<file path="config.mk">
export PLATFORM = sky130hd
export DESIGN_NAME = bldc_commutator
export DESIGN_NICKNAME = d
export VERILOG_FILES = /design/src/rtl/bldc_pkg.sv /design/src/rtl/hall_sync.sv /design/src/rtl/chop_latch.sv /design/src/rtl/comm_decode.sv /design/src/rtl/bldc_commutator.sv
export SDC_FILE = /design/constraint.sdc
export NUM_CORES = 1
export LEC_CHECK = 0
export ABC_AREA = 1
export CAP_MARGIN = 40
export CORE_AREA = 3 3 40 42
export CTS_CLUSTER_DIAMETER = 40
export DETAILED_ROUTE_END_ITERATION = 8
export DIE_AREA = 0 0 43 45
export DONT_BUFFER_PORTS = 1
export GPL_TIMING_DRIVEN = 0
export PLACE_DENSITY = 0.53
export REMOVE_ABC_BUFFERS = 1
export SYNTH_ARGS = -nofsm -noshare
export SYNTH_HDL_FRONTEND = slang
export SYNTH_HIERARCHICAL = 1
export SYNTH_SLANG_ARGS = --single-unit
export TNS_END_PERCENT = 50
</file>
<file path="constraint.sdc">
create_clock -name clk -period 2.6 [get_ports clk]
set_clock_uncertainty 0.1 [all_clocks]
set_input_delay 0.52 -clock clk [delete_from_list [all_inputs] [get_ports clk]]
set_output_delay 0.52 -clock clk [all_outputs]
set_load 0.005 [all_outputs]
</file>
<file path="src/rtl/bldc_pkg.sv">
package bldc_pkg;
   localparam int unsigned PHASES = 3;
   typedef logic [PHASES-1:0] phase_vec_t;
   localparam phase_vec_t PH_A = 3'b100;
   localparam phase_vec_t PH_B = 3'b010;
   localparam phase_vec_t PH_C = 3'b001;
endpackage

</file>
<file path="src/rtl/hall_sync.sv">
module hall_sync #(
   parameter int unsigned WIDTH  = 3,
   parameter int unsigned STAGES = 2
) (
   input  logic             clk,
   input  logic             rst_n,
   input  logic [WIDTH-1:0] async_i,
   output logic [WIDTH-1:0] sync_o
);
   logic [WIDTH-1:0] stage_q [STAGES];

   generate
      for (genvar g = 0; g < STAGES; g++) begin : g_stage
         if (g == 0) begin : g_first
            always_ff @(posedge clk or negedge rst_n)
               if (!rst_n) stage_q[g] <= '0;
               else        stage_q[g] <= async_i;
         end else begin : g_next
            always_ff @(posedge clk or negedge rst_n)
               if (!rst_n) stage_q[g] <= '0;
               else        stage_q[g] <= stage_q[g-1];
         end
      end
   endgenerate

   assign sync_o = stage_q[STAGES-1];
endmodule

</file>
<file path="src/rtl/chop_latch.sv">
module chop_latch (
   input  logic clk,
   input  logic rst_n,
   input  logic set_i,
   input  logic clr_i,
   output logic blank_o
);
   logic held_q;

   always_ff @(posedge clk or negedge rst_n)
      if (!rst_n)     held_q <= 1'b0;
      else if (clr_i) held_q <= 1'b0;
      else            held_q <= held_q | set_i;

   assign blank_o = (held_q & ~clr_i) | set_i;

   AST_LATCH_HOLD: assert property (@(posedge clk) disable iff (!rst_n)
      (set_i && !clr_i) |=> (blank_o || clr_i));
   AST_LATCH_RELEASE: assert property (@(posedge clk) disable iff (!rst_n)
      (clr_i && !set_i) |-> !blank_o);
endmodule

</file>
<file path="src/rtl/comm_decode.sv">
module comm_decode
   import bldc_pkg::*;
(
   input  logic [2:0]  code_i,
   input  logic        dir_fwd_i,
   output logic        valid_o,
   output phase_vec_t  hi_o,
   output phase_vec_t  lo_o
);
   phase_vec_t fwd_hi, fwd_lo;

   always_comb begin
      valid_o = 1'b1;
      fwd_hi  = '0;
      fwd_lo  = '0;
      case (code_i)
         3'b101: begin fwd_hi = PH_A; fwd_lo = PH_B; end
         3'b100: begin fwd_hi = PH_A; fwd_lo = PH_C; end
         3'b110: begin fwd_hi = PH_B; fwd_lo = PH_C; end
         3'b010: begin fwd_hi = PH_B; fwd_lo = PH_A; end
         3'b011: begin fwd_hi = PH_C; fwd_lo = PH_A; end
         3'b001: begin fwd_hi = PH_C; fwd_lo = PH_B; end
         default: valid_o = 1'b0;
      endcase
   end

   assign hi_o = dir_fwd_i ? fwd_hi : fwd_lo;
   assign lo_o = dir_fwd_i ? fwd_lo : fwd_hi;
endmodule

</file>
<file path="src/rtl/bldc_commutator.sv">
module bldc_commutator
   import bldc_pkg::*;
#(
   parameter int unsigned SYNC_STAGES = 2
) (
   input  logic       clk,
   input  logic       rst_n,
   input  logic [2:0] hall_i,
   input  logic       dir_fwd_i,
   input  logic       quad_i,
   input  logic       brake_i,
   input  logic       coast_i,
   input  logic       uvlo_i,
   input  logic       pwm_on_i,
   input  logic       oc_trip_i,
   input  logic       cyc_start_i,
   output logic [2:0] gate_hi_o,
   output logic [2:0] gate_lo_o
);
   generate
      if (SYNC_STAGES < 2) begin : g_bad_stages
         $error("SYNC_STAGES must be at least 2");
      end
   endgenerate

   logic [2:0]  hall_s;
   logic        code_ok;
   phase_vec_t  dec_hi, dec_lo;
   logic        pwm_blank, oc_blank, blank;
   logic        force_off;

   hall_sync #(.WIDTH(PHASES), .STAGES(SYNC_STAGES)) u_sync (
      .clk(clk), .rst_n(rst_n), .async_i(hall_i), .sync_o(hall_s));

   comm_decode u_dec (
      .code_i(hall_s), .dir_fwd_i(dir_fwd_i),
      .valid_o(code_ok), .hi_o(dec_hi), .lo_o(dec_lo));

   chop_latch u_pwm_latch (
      .clk(clk), .rst_n(rst_n), .set_i(~pwm_on_i), .clr_i(cyc_start_i),
      .blank_o(pwm_blank));

   chop_latch u_oc_latch (
      .clk(clk), .rst_n(rst_n), .set_i(oc_trip_i), .clr_i(cyc_start_i),
      .blank_o(oc_blank));

   assign blank     = pwm_blank | oc_blank;
   assign force_off = coast_i | uvlo_i | ~rst_n;

   always_comb begin
      if (force_off) begin
         gate_hi_o = '0;
         gate_lo_o = '0;
      end else if (brake_i) begin
         gate_hi_o = '0;
         gate_lo_o = {PHASES{~blank}};
      end else if (!code_ok) begin
         gate_hi_o = '0;
         gate_lo_o = '0;
      end else begin
         gate_hi_o = (quad_i && blank) ? '0 : dec_hi;
         gate_lo_o = blank ? '0 : dec_lo;
      end
   end

   AST_COAST_OFF: assert property (@(posedge clk) disable iff (!rst_n)
      coast_i |-> (gate_hi_o == 3'b000 && gate_lo_o == 3'b000));
   AST_UVLO_OFF: assert property (@(posedge clk) disable iff (!rst_n)
      uvlo_i |-> (gate_hi_o == 3'b000 && gate_lo_o == 3'b000));
   AST_BRAKE_HI_OFF: assert property (@(posedge clk) disable iff (!rst_n)
      brake_i |-> (gate_hi_o == 3'b000));
   AST_NO_SHOOT: assert property (@(posedge clk) disable iff (!rst_n)
      (gate_hi_o & gate_lo_o) == 3'b000);
   AST_ONE_PAIR: assert property (@(posedge clk) disable iff (!rst_n)
      !brake_i |-> ($onehot0(gate_hi_o) && $onehot0(gate_lo_o)));
   AST_LOW_BLANK: assert property (@(posedge clk) disable iff (!rst_n)
      (!pwm_on_i || oc_trip_i) |-> (gate_lo_o == 3'b000));
   AST_OC_HELD: assert property (@(posedge clk) disable iff (!rst_n)
      ($past(oc_trip_i) && !cyc_start_i && !$past(cyc_start_i)) |-> (gate_lo_o == 3'b000));
endmodule

</file>
* Word-level counts from Yosys, hierarchy flattened
Index checks and enable logic that the tools add are counted.
Operators by class: multiplexer cells 15, equal/unequal tests 6, bitwise gates (word level) 13, reduce and logical (&&, ||, !) cells 8
Operator list (count):
- $mux 3 | 10
- $pmux 3 s3 | 2
- $reduce_or 2->1 | 6
- $eq 3x3->1 const B | 3
- $or 1x1->1 | 7
- $eq 3x2->1 const B | 2
- $reduce_or 6->1 | 1
- $not 1->1 | 4
- $eq 3x1->1 const B | 1
- $mux 1 | 3
- $and 1x1->1 | 2
- $logic_and 1x1->1 | 1
Word-level totals: bits of input ports 13, flip-flop bits (word level) 8, word-level logic and storage cells 46

* Depth between registers and ports, before layout
Gate-level depths: netlist of run 1.
depth in word-level cells 9, mapped depth 8, depth with buffers taken out 7

* Modules after synthesis
Netlist of run 1, hierarchy kept.
By module, submodules not included:
- hall_sync | times used 1, cells each 9, area each 172.7 µm²
- comm_decode | times used 1, cells each 30, area each 123.9 µm²
- chop_latch | times used 2, cells each 7, area each 50.0 µm²
- bldc_commutator | times used 1, cells each 21, area each 90.1 µm²

* Least setup slack after synthesis of run 1
Ideal clock, no wire load.
kind reg2out, start point register u_sync.stage_q, in the netlist u_sync/sync_o[0], end point output gate_hi_o[0], setup slack 0.969 ns, arrival 1.011 ns, path buffers 1, stages on the path, launching flop included 7, data required time 1.980 ns, cell sequence dfrtp_1 buf_4 inv_1 nand2_1 nand4_1 nand3_1 nor2_1
Between the ends: elaborated cells between the ends (all ways) 21, classes of those cells eq/ne: 6; mux: 8; reduce/logical: 7
RTL lines:
- from (decl) | RTL line hall_sync.sv:10 | logic [WIDTH-1:0] stage_q [STAGES];
- from (signal, indexed assignment) | RTL line hall_sync.sv:21 | else stage_q[g] <= stage_q[g-1];
- $eq 3x3->1 (tied with other cells) | RTL line comm_decode.sv:16 | case (code_i)
- $reduce_or 6->1 (no line) (*)
- $mux 1 (*) | RTL line comm_decode.sv:16
- named net code_ok | RTL line bldc_commutator.sv:27 | logic code_ok;
- $mux 3 (*) | RTL line bldc_commutator.sv:57 | end else if (!code_ok) begin
- $mux 3 (*) | RTL line bldc_commutator.sv:54 | end else if (brake_i) begin
- $mux 3 (*) | RTL line bldc_commutator.sv:51 | if (force_off) begin
- to (decl) | RTL line bldc_commutator.sv:17 | output logic [2:0] gate_hi_o,
Mark *: on every way through the listed nets, which the timed path passes. The rest lies on a longest branch.

* Worst setup path in the final report of run 1
start point register u_sync.stage_q, in the netlist u_sync/sync_o[0], end point output gate_lo_o[1]
Between the ends: elaborated cells between the ends (all ways) 21, classes of those cells eq/ne: 6; mux: 8; reduce/logical: 7
RTL lines:
- $eq 3x3->1 (tied with other cells) | RTL line comm_decode.sv:16
- $reduce_or 6->1 (no line) (*)
- $mux 1 (*) | RTL line comm_decode.sv:16
- named net code_ok | RTL line bldc_commutator.sv:27
- $mux 3 (*) | RTL line bldc_commutator.sv:57
- $mux 3 (*) | RTL line bldc_commutator.sv:54
- $mux 3 (*) | RTL line bldc_commutator.sv:51
- to (decl) | RTL line bldc_commutator.sv:18 | output logic [2:0] gate_lo_o
Marked as above.

==> impl_metrics.tcl, run 1 <==
set metrics [dict create \
    cp_top_family "flip-flops" \
    synth.most_common_cell "nand2_1" \
    worstReg2RegStart "u_pwm_latch/held_q" \
    hold_viol_final 0 \
    start_kind "register" \
    leakage_nw 0.276 \
    synth-edff-count 0 \
    seq_area_frac_synth_pct 41.1 \
    yosys.area_share.simple_pct 37.5 \
    path_class "register to primary output" \
    critPathBufInv 1 \
    cts_made_buffers 3 \
    synth_warnings 6 \
    synth_top_family_by_area "simple AND/OR/NAND/NOR gates" \
    cts_sinks 8 \
    start_util_pct 37.9 \
    hpwlAfterDp_um 710 \
    synth_compound_area_share_pct 8.23 \
    drc 0 \
    die-area_um2 1940 \
    hold-path-cell-count 0 \
    pwr_density_cell_nw_per_um2 504 \
    yosysTopAreaCellShare_pct 41.1 \
    slew_headroom_pct 77.9 \
    first_global_vias 361 \
    syn_to_final_growth_pct 5.91 \
    r2r_slack_ns 1.91 \
    required_ns 1.98 \
    max_stage_delay_ns 0.41 \
    arrival_ns 1.35 \
    min_from "hall_i[0]" \
    hold_class "primary input to register" \
    ir_worst_vdd_mv 0.217 \
    hold_buffers 1 \
    timing.final.crit_share_pct 75.7 \
    grt_max_degree 9 \
    rows 13 \
    min_to "u_sync/stage_q[3]" \
    clock.fmax_ghz 0.508 \
    grt_remaining_overflow 0 \
    cts-htree-levels 1 \
    crit_chain "inv_1 -> nand2_1 -> nand4_1 -> a21oi_1 -> nor2_1" \
    setup_violations 0 \
    clkTransAtPathRegs_ns 0.05 \
    tns_ns 0 \
    diodes 0 \
    ys_ff_latch 8 \
    drt_iter0_drc 6 \
    num_io_pins 19 \
    worstPathMaxFanout 6 \
    grt_pass1_wl_um 1300 \
    via_per_inst 4.82 \
    routedWlPerCell_um 9.06 \
    num_vias 434 \
    routed_wl_um 815 \
    maxSlewViolCount 0 \
    post_cts_buffers 0 \
    die-width_um 43 \
    cts_root_buf "clkbuf_4" \
    clock_path_buffers 2 \
    cts_tree "yes" \
    synth_mux_area_share_pct 0 \
    synthXorXnorAreaFrac_pct 0 \
    power_uw 260 \
    syn_area_per_cell_um2 6.58 \
    async_flop_share_pct 100 \
    cp_slowest_cell "dfrtp_1" \
    synth.area.top_cells "dfrtp_1 (41%), nand2_1 (19%), nor2_1 (7.7%)" \
    grt_usage_pct 9.69 \
    end_kind "primary output" \
    tightest_slew_ns 0.331 \
    final_nets 90 \
    die_y_um 45 \
    synth_cell_types 12 \
    synthCells 74 \
    status "completed" \
    grt_antenna_before_repair 0 \
    insertion_delay_ns 0.24 \
    rsz0062_at_grt "false" \
    drive_gt1_share_pct 10.7 \
    ctsResizeCount 0 \
    port_buffers 0 \
    fin_crit_ns 1.97 \
    synth_fa_ha_area_share_pct 0 \
    synth.cells.most_frequent "nand2_1 (24), nor2_1 (10), inv_1 (9)" \
    synth_ff_type "dfrtp_1" \
    crit_start "u_sync/sync_o[0]" \
    core_area_um2 1280 \
    gp_congestion 0.747 \
    r2r_cells 2 \
    dr.pass1.iters 4 \
    final_antenna_net_count 0 \
    yosysTopAreaCell "dfrtp_1" \
    syn_area_um2 487 \
    cap_violations 0 \
    timing.rr.end "u_pwm_latch/held_q" \
]
## report_power, final
group          switching [mW]  leakage, nW  internal (mW)
logic                  0.0225        0.168         0.0124
registers             0.00431       0.0943          0.132
clock network          0.0358       0.0138         0.0524
## flip-flops by register name, indices dropped and copies added, names as in the netlist
name                cells
u_sync/stage_q          3
u_sync/sync_o           3
u_oc_latch/held_q       1
u_pwm_latch/held_q      1
## layer usage
layer	track usage [%]	vias to the layer above	share of wire (%)
met1	9.23	191	39
met3	3.59	2	9.6
met5	0	-	0
met4	10.8	0	0.98
met2	15.3	13	51
li1	-	228	-
## stage by stage
stage | area (µm²) | hold WS (ns) | instances | setup WS [ns] | utilization (%)
5_1_grt | 515 | 0.176 | 90 | 0.435 | 40.1
6_report | 515 | 0.200 | 90 | 0.631 | 40.1
3_3_place_gp | 483 | 0.125 | 86 | 0.877 | 37.6
2_1_floorplan | 464 | 0.124 | 71 | 1.00 | -
3_5_place_dp | 483 | 0.125 | 86 | 0.888 | 37.6
4_1_cts | 515 | 0.188 | 90 | 0.615 | 40.1
## cells in the final DEF, fill, tap and decap left out
cell | netlist | layout
nor2_1 | 10 | 10
nand3_1 | 6 | 6
nor2_2 | 1 | 1
clkbuf_4 | 0 | 3
dlygate4sd3_1 | 0 | 1
nand2_1 | 24 | 24
nand4_1 | 1 | 1
nand2_2 | 2 | 2
dfrtp_1 | 8 | 8
inv_1 | 9 | 9
o21ai_0 | 5 | 5
inv_2 | 2 | 2
a21oi_1 | 3 | 3
## how the worst max path moves through the flow
stage,to,slack [ns],depth (start not counted)
after floorplan,gate_hi_o[0],1.0,6
after global placement,gate_lo_o[2],0.88,5
after detailed placement,gate_lo_o[1],0.89,5
after CTS,gate_lo_o[1],0.62,5
after global routing,gate_lo_o[1],0.43,5
final,gate_lo_o[1],0.63,5
## cell families after synthesis
| logic type | after synthesis |
|---|---|
| AO/OA/AOI/OAI | 8 |
| AND/OR/NAND/NOR | 44 |
| buffers and inverters | 14 |
| flip-flops | 8 |
## cell type report
cell class | instances | area (µm²)
timing repair buffer | 1 | 10.0
inverter | 11 | 41.3
sequential | 8 | 200
tap | 15 | 18.8
multi-input combinational | 52 | 223
fill | 140 | 769
clock buffer | 3 | 22.5
Power figures use the tool's default switching activity.
==> run 2, diff against run 1 <==
==> constraint.sdc (replaced) <==
create_clock -name clk -period 1.91 [get_ports clk]
set_clock_uncertainty 0.1 [all_clocks]
set_input_delay 0.382 -clock clk [delete_from_list [all_inputs] [get_ports clk]]
set_output_delay 0.382 -clock clk [all_outputs]
set_load 0.005 [all_outputs]
==> run 2 against run 1 <==
Effect of this change: register-to-register slack got worse by 0.69 ns; via count grew 0.46%; worst setup slack worse by 0.55 ns; first-iteration DRC count fell by 17%; critical path type unchanged.
==> impl_metrics.tcl, run 2 (synthesis gave the netlist of run 1 again) <==
set metrics [dict create \
    status "completed" \
    first_global_vias 361 \
    fill_cells 141 \
    worstPathMaxFanout 6 \
    grt_remaining_overflow 0 \
    final_antenna_net_count 0 \
    path_class "register to primary output" \
    routed_wl_um 814 \
    diodes 0 \
    final_nets 90 \
    crit_start "u_sync/sync_o[0]" \
    cp_slowest_cell "dfrtp_2" \
    start_kind "register" \
    clock.fmax_ghz 0.548 \
    worstReg2RegStart "u_pwm_latch/held_q" \
    fin_crit_ns 1.82 \
    layout_commonest_cell "nand2_1" \
    cts_root_buf "clkbuf_4" \
    drc 0 \
    clock_path_buffers 2 \
    cts_made_buffers 3 \
    die-area_um2 1940 \
    rows 13 \
    crit_chain "nor2_1 -> nand2_1 -> nand4_1 -> nand3_1 -> nor2_2" \
    drt_iter0_drc 5 \
    tns_ns 0 \
    ir_worst_vdd_mv 0.296 \
    multi_input_area_um2 231 \
    timing.rr.end "u_pwm_latch/held_q" \
    r2r_slack_ns 1.22 \
    fin_area_um2 527 \
    syn_to_final_growth_pct 8.23 \
    die-width_um 43 \
    num_io_pins 19 \
    setup_violations 0 \
    pwr_density_cell_nw_per_um2 676 \
    endpoint "gate_hi_o[1]" \
    grt_antenna_before_repair 0 \
    die_y_um 45 \
    holdWs_ns 0.0621 \
    grt_pass1_wl_um 1300 \
    via_per_inst 4.84 \
    r2r_cells 2 \
    gp_congestion 0.747 \
    cts_tree "yes" \
    clkTransAtPathRegs_ns 0.05 \
    hold_class "primary input to register" \
    core_area_um2 1280 \
    slew_headroom_pct 77.9 \
    arrival_ns 1.34 \
    insertion_delay_ns 0.24 \
    start_util_pct 37.9 \
    mostFrequentLayoutCells "nand2_1 (23), nor2_1 (9), inv_1 (8), nand3_1 (6), dfrtp_1 (6)" \
    placed_cell_area_um2 483 \
    leakage_nw 0.272 \
    hold_viol_final 0 \
    tightest_slew_ns 0.330 \
    maxSlewViolCount 0 \
    max_stage_delay_ns 0.43 \
    hpwlAfterDp_um 710 \
    grt_usage_pct 9.69 \
    post_cts_buffers 0 \
    dr.pass1.iters 4 \
    post-place-ws_ns 0.336 \
    cts_sinks 8 \
    grt_max_degree 9 \
    drive_gt1_share_pct 18.7 \
    routedWlPerCell_um 9.04 \
    fin_ws_ns 0.0857 \
    ff_latch_area_um2 203 \
    port_buffers 0 \
    timing.final.crit_share_pct 95.5 \
    cts-htree-levels 1 \
    cap_violations 0 \
    num_vias 436 \
    required_ns 1.43 \
    end_kind "primary output" \
    hold-path-cell-count 0 \
    rsz0062_at_grt "true" \
    power_uw 356 \
]
## run 2: layout make-up
type	count	share of cell area, %
well taps	15	3.56
inverters	11	7.84
clock buffers	3	4.28
repair buffers	1	1.90
multi-input cells	52	43.9
flip-flops and latches	8	38.5
## run 2: worst min path at each step
stage	start	to	slack, ns
after floorplan	rst_n	u_oc_latch/held_q	-0.01
after global placement	rst_n	u_oc_latch/held_q	-0.01
after detailed placement	rst_n	u_oc_latch/held_q	-0.01
after CTS	hall_i[0]	u_sync/stage_q[3]	0.05
after global routing	hall_i[0]	u_sync/stage_q[3]	0.04
final	hall_i[0]	u_sync/stage_q[3]	0.06
## run 2: per-stage QoR
stage | std cells | utilization [%]
floorplan | 71 | -
global placement | 86 | 37.6
detailed placement | 86 | 37.6
CTS | 90 | 40.1
global route | 90 | 41.0
finish | 90 | 41.0
## run 2: worst max-delay path, delay by kind of cell, from the launching register on
family	cells	cell delay, ns
AND/OR/NAND/NOR	5	0.67
flip-flops	1	0.43
## run 2: repair_timing
item	in CTS	in global routing
endpoints found under the setup margin	0	6
hold buffers	1	0
resized for setup	0	6
endpoints found under the hold margin	8	0
## run 2: power breakdown
group | total (mW) | leakage [nW] | switching [mW] | internal [mW]
combinational | 0.0492 | 0.166 | 0.0316 | 0.0176
sequential | 0.187 | 0.0923 | 0.00632 | 0.181
clock | 0.120 | 0.0138 | 0.0487 | 0.0713
total | 0.356 | 0.272 | 0.0866 | 0.269
## run 2: per-layer routing
layer	up-vias	wire (µm)	global-route usage, %
met3	2	79	3.59
met1	194	314	9.23
li1	227	-	-
met2	13	412	15.3
met5	-	0	0
met4	0	8	10.8
==> run 3, diff against run 2 <==
--- a/config.mk
+++ b/config.mk
@@ -12,9 +12,11 @@
 export DETAILED_ROUTE_END_ITERATION = 8
 export DIE_AREA = 0 0 43 45
 export DONT_BUFFER_PORTS = 1
+export GPL_ROUTABILITY_DRIVEN = 0
 export GPL_TIMING_DRIVEN = 0
 export PLACE_DENSITY = 0.53
 export REMOVE_ABC_BUFFERS = 1
+export SETUP_SLACK_MARGIN = 0.4
 export SYNTH_ARGS = -nofsm -noshare
 export SYNTH_HDL_FRONTEND = slang
 export SYNTH_HIERARCHICAL = 1
==> run 3 against run 2 <==
Effect of this change: utilization rose by 1.1 points; final cell count stayed put; worst hold slack better by 0.00070 ns; count of clock-buffer cells in the layout unchanged; sequential cell count unchanged; cell area increased by 2.6%; largest power group unchanged; highest routed layer unchanged.
==> impl_metrics.tcl, run 3 (synthesis gave the netlist of run 1 again) <==
set metrics [dict create \
    num_io_pins 19 \
    die-area_um2 1940 \
    fin_crit_ns 1.83 \
    cts_made_buffers 3 \
    path_class "register to primary output" \
    r2r_cells 2 \
    cap_violations 0 \
    cts_tree "yes" \
    die-width_um 43 \
    insertion_delay_ns 0.24 \
    timing.final.crit_share_pct 95.6 \
    cts_root_buf "clkbuf_4" \
    power_uw 359 \
    clock_path_buffers 2 \
    core_area_um2 1280 \
    leakage_nw 0.272 \
    rows 13 \
    combinationalPowerShare_pct 14.6 \
    syn_to_final_growth_pct 11.1 \
    worstPathMaxFanout 6 \
    hpwlAfterDp_um 710 \
    netSwitchingPower_uw 88.9 \
    slew_headroom_pct 77.3 \
    arrival_ns 1.34 \
    routedWlPerCell_um 9.52 \
    final_nets 90 \
    fill_cells 139 \
    dp_cells 86 \
    hold_viol_final 0 \
    pwr-share-clk_pct 33.3 \
    fin_ws_ns 0.0837 \
    via_per_inst 4.97 \
    cts-htree-levels 1 \
    tightest_slew_ns 0.340 \
    end_kind "primary output" \
    grt_remaining_overflow 0 \
    die_y_um 45 \
    start_kind "register" \
    clock.fmax_ghz 0.548 \
    seqPwrFrac_pct 52.2 \
    clkTransAtPathRegs_ns 0.05 \
    required_ns 1.43 \
    hold_class "primary input to register" \
    routed_wl_um 857 \
    layout_commonest_cell "nand2_1" \
    num_vias 447 \
    setup_violations 0 \
    fin_cells 90 \
    hold-path-cell-count 0 \
    grt_pass1_wl_um 1390 \
    port_buffers 0 \
    switching_share_pct 24.8 \
    dr.pass1.iters 2 \
    cts_sinks 8 \
    mostFrequentLayoutCells "nand2_1 (22), inv_1 (8), nor2_1 (8), dfrtp_1 (6)" \
    ir_worst_vdd_mv 0.297 \
    power.internal_uw 270 \
    pwr_density_cell_nw_per_um2 665 \
    grt_usage_pct 10.0 \
    drc 0 \
    drive_gt1_share_pct 24.0 \
    start_util_pct 37.9 \
    rsz0062_at_grt "true" \
    status "completed" \
    post_cts_buffers 0 \
    grt_max_degree 9 \
    post-place-ws_ns 0.336 \
    diodes 0 \
    maxSlewViolCount 0 \
    grt_antenna_before_repair 0 \
    final_antenna_net_count 0 \
    drt_iter0_drc 2 \
    first_global_vias 377 \
]
run 3: cell counts in the layout (fill, tap and decap cells not counted):
Identical to the previous run, type by type.
run 3: repair_timing:
item | CTS | global route
hold endpoints to repair | 8 | 0
setup endpoints to repair | 6 | 6
hold buffers | 1 | 0
pin swaps | 10 | 4
resized for setup | 5 | 5
run 3: critical path, cell delays in order (launching register included):
cell	delay, ns
dfrtp_2	0.45
inv_2	0.09
nand2_2	0.06
nand4_1	0.24
nand3_1	0.13
nor2_2	0.14
run 3: layout make-up:
type	count	area [µm²]	share of cell area (%)
tap	15	18.8	3.47
timing repair buffer	1	10.0	1.85
inverter	11	41.3	7.64
clock buffer	3	22.5	4.17
sequential	8	203	37.5
multi-input combinational	52	245	45.4
run 3: final timing paths:
kind / from / slack [ns] / end
max: u_sync/sync_o[0] / 0.08 / gate_hi_o[1]
min: hall_i[0] / 0.06 / u_sync/stage_q[3]
max reg2reg: u_oc_latch/held_q / 1.22 / u_oc_latch/held_q
min reg2reg: u_sync/stage_q[3] / 0.24 / u_sync/sync_o[0]
max in group asynchronous: rst_n / 1.06 / u_sync/sync_o[1]
min in group asynchronous: rst_n / 0.37 / u_oc_latch/held_q
run 3: through the flow:
step	TNS (ns)	utilization, %	hold WS [ns]	instance area [µm²]
4_1_cts	0	41.0	0.0502	527
3_5_place_dp	0	37.6	-0.0133	483
2_1_floorplan	0	-	-0.0136	464
3_3_place_gp	0	37.6	-0.0133	483
6_report	0	42.1	0.0628	541
5_1_grt	-0.226	42.1	0.0424	541
run 3: power by group through the flow:
stage | Sequential [mW] | Clock, mW | Combinational, mW
floorplan | 0.188 | 0 | 0.0369
global placement | 0.189 | 0 | 0.0434
detailed placement | 0.189 | 0 | 0.0440
CTS | 0.187 | 0.130 | 0.0499
global route | 0.189 | 0.136 | 0.0603
finish | 0.187 | 0.120 | 0.0523
run 3: metal layers:
layer	global-route usage, %	share of wire [%]	vias up
li1	-	-	227
met2	16.2	51	14
met5	0	0	-
met3	3.98	9.7	2
met1	9.98	38	204
met4	9.04	1.1	0
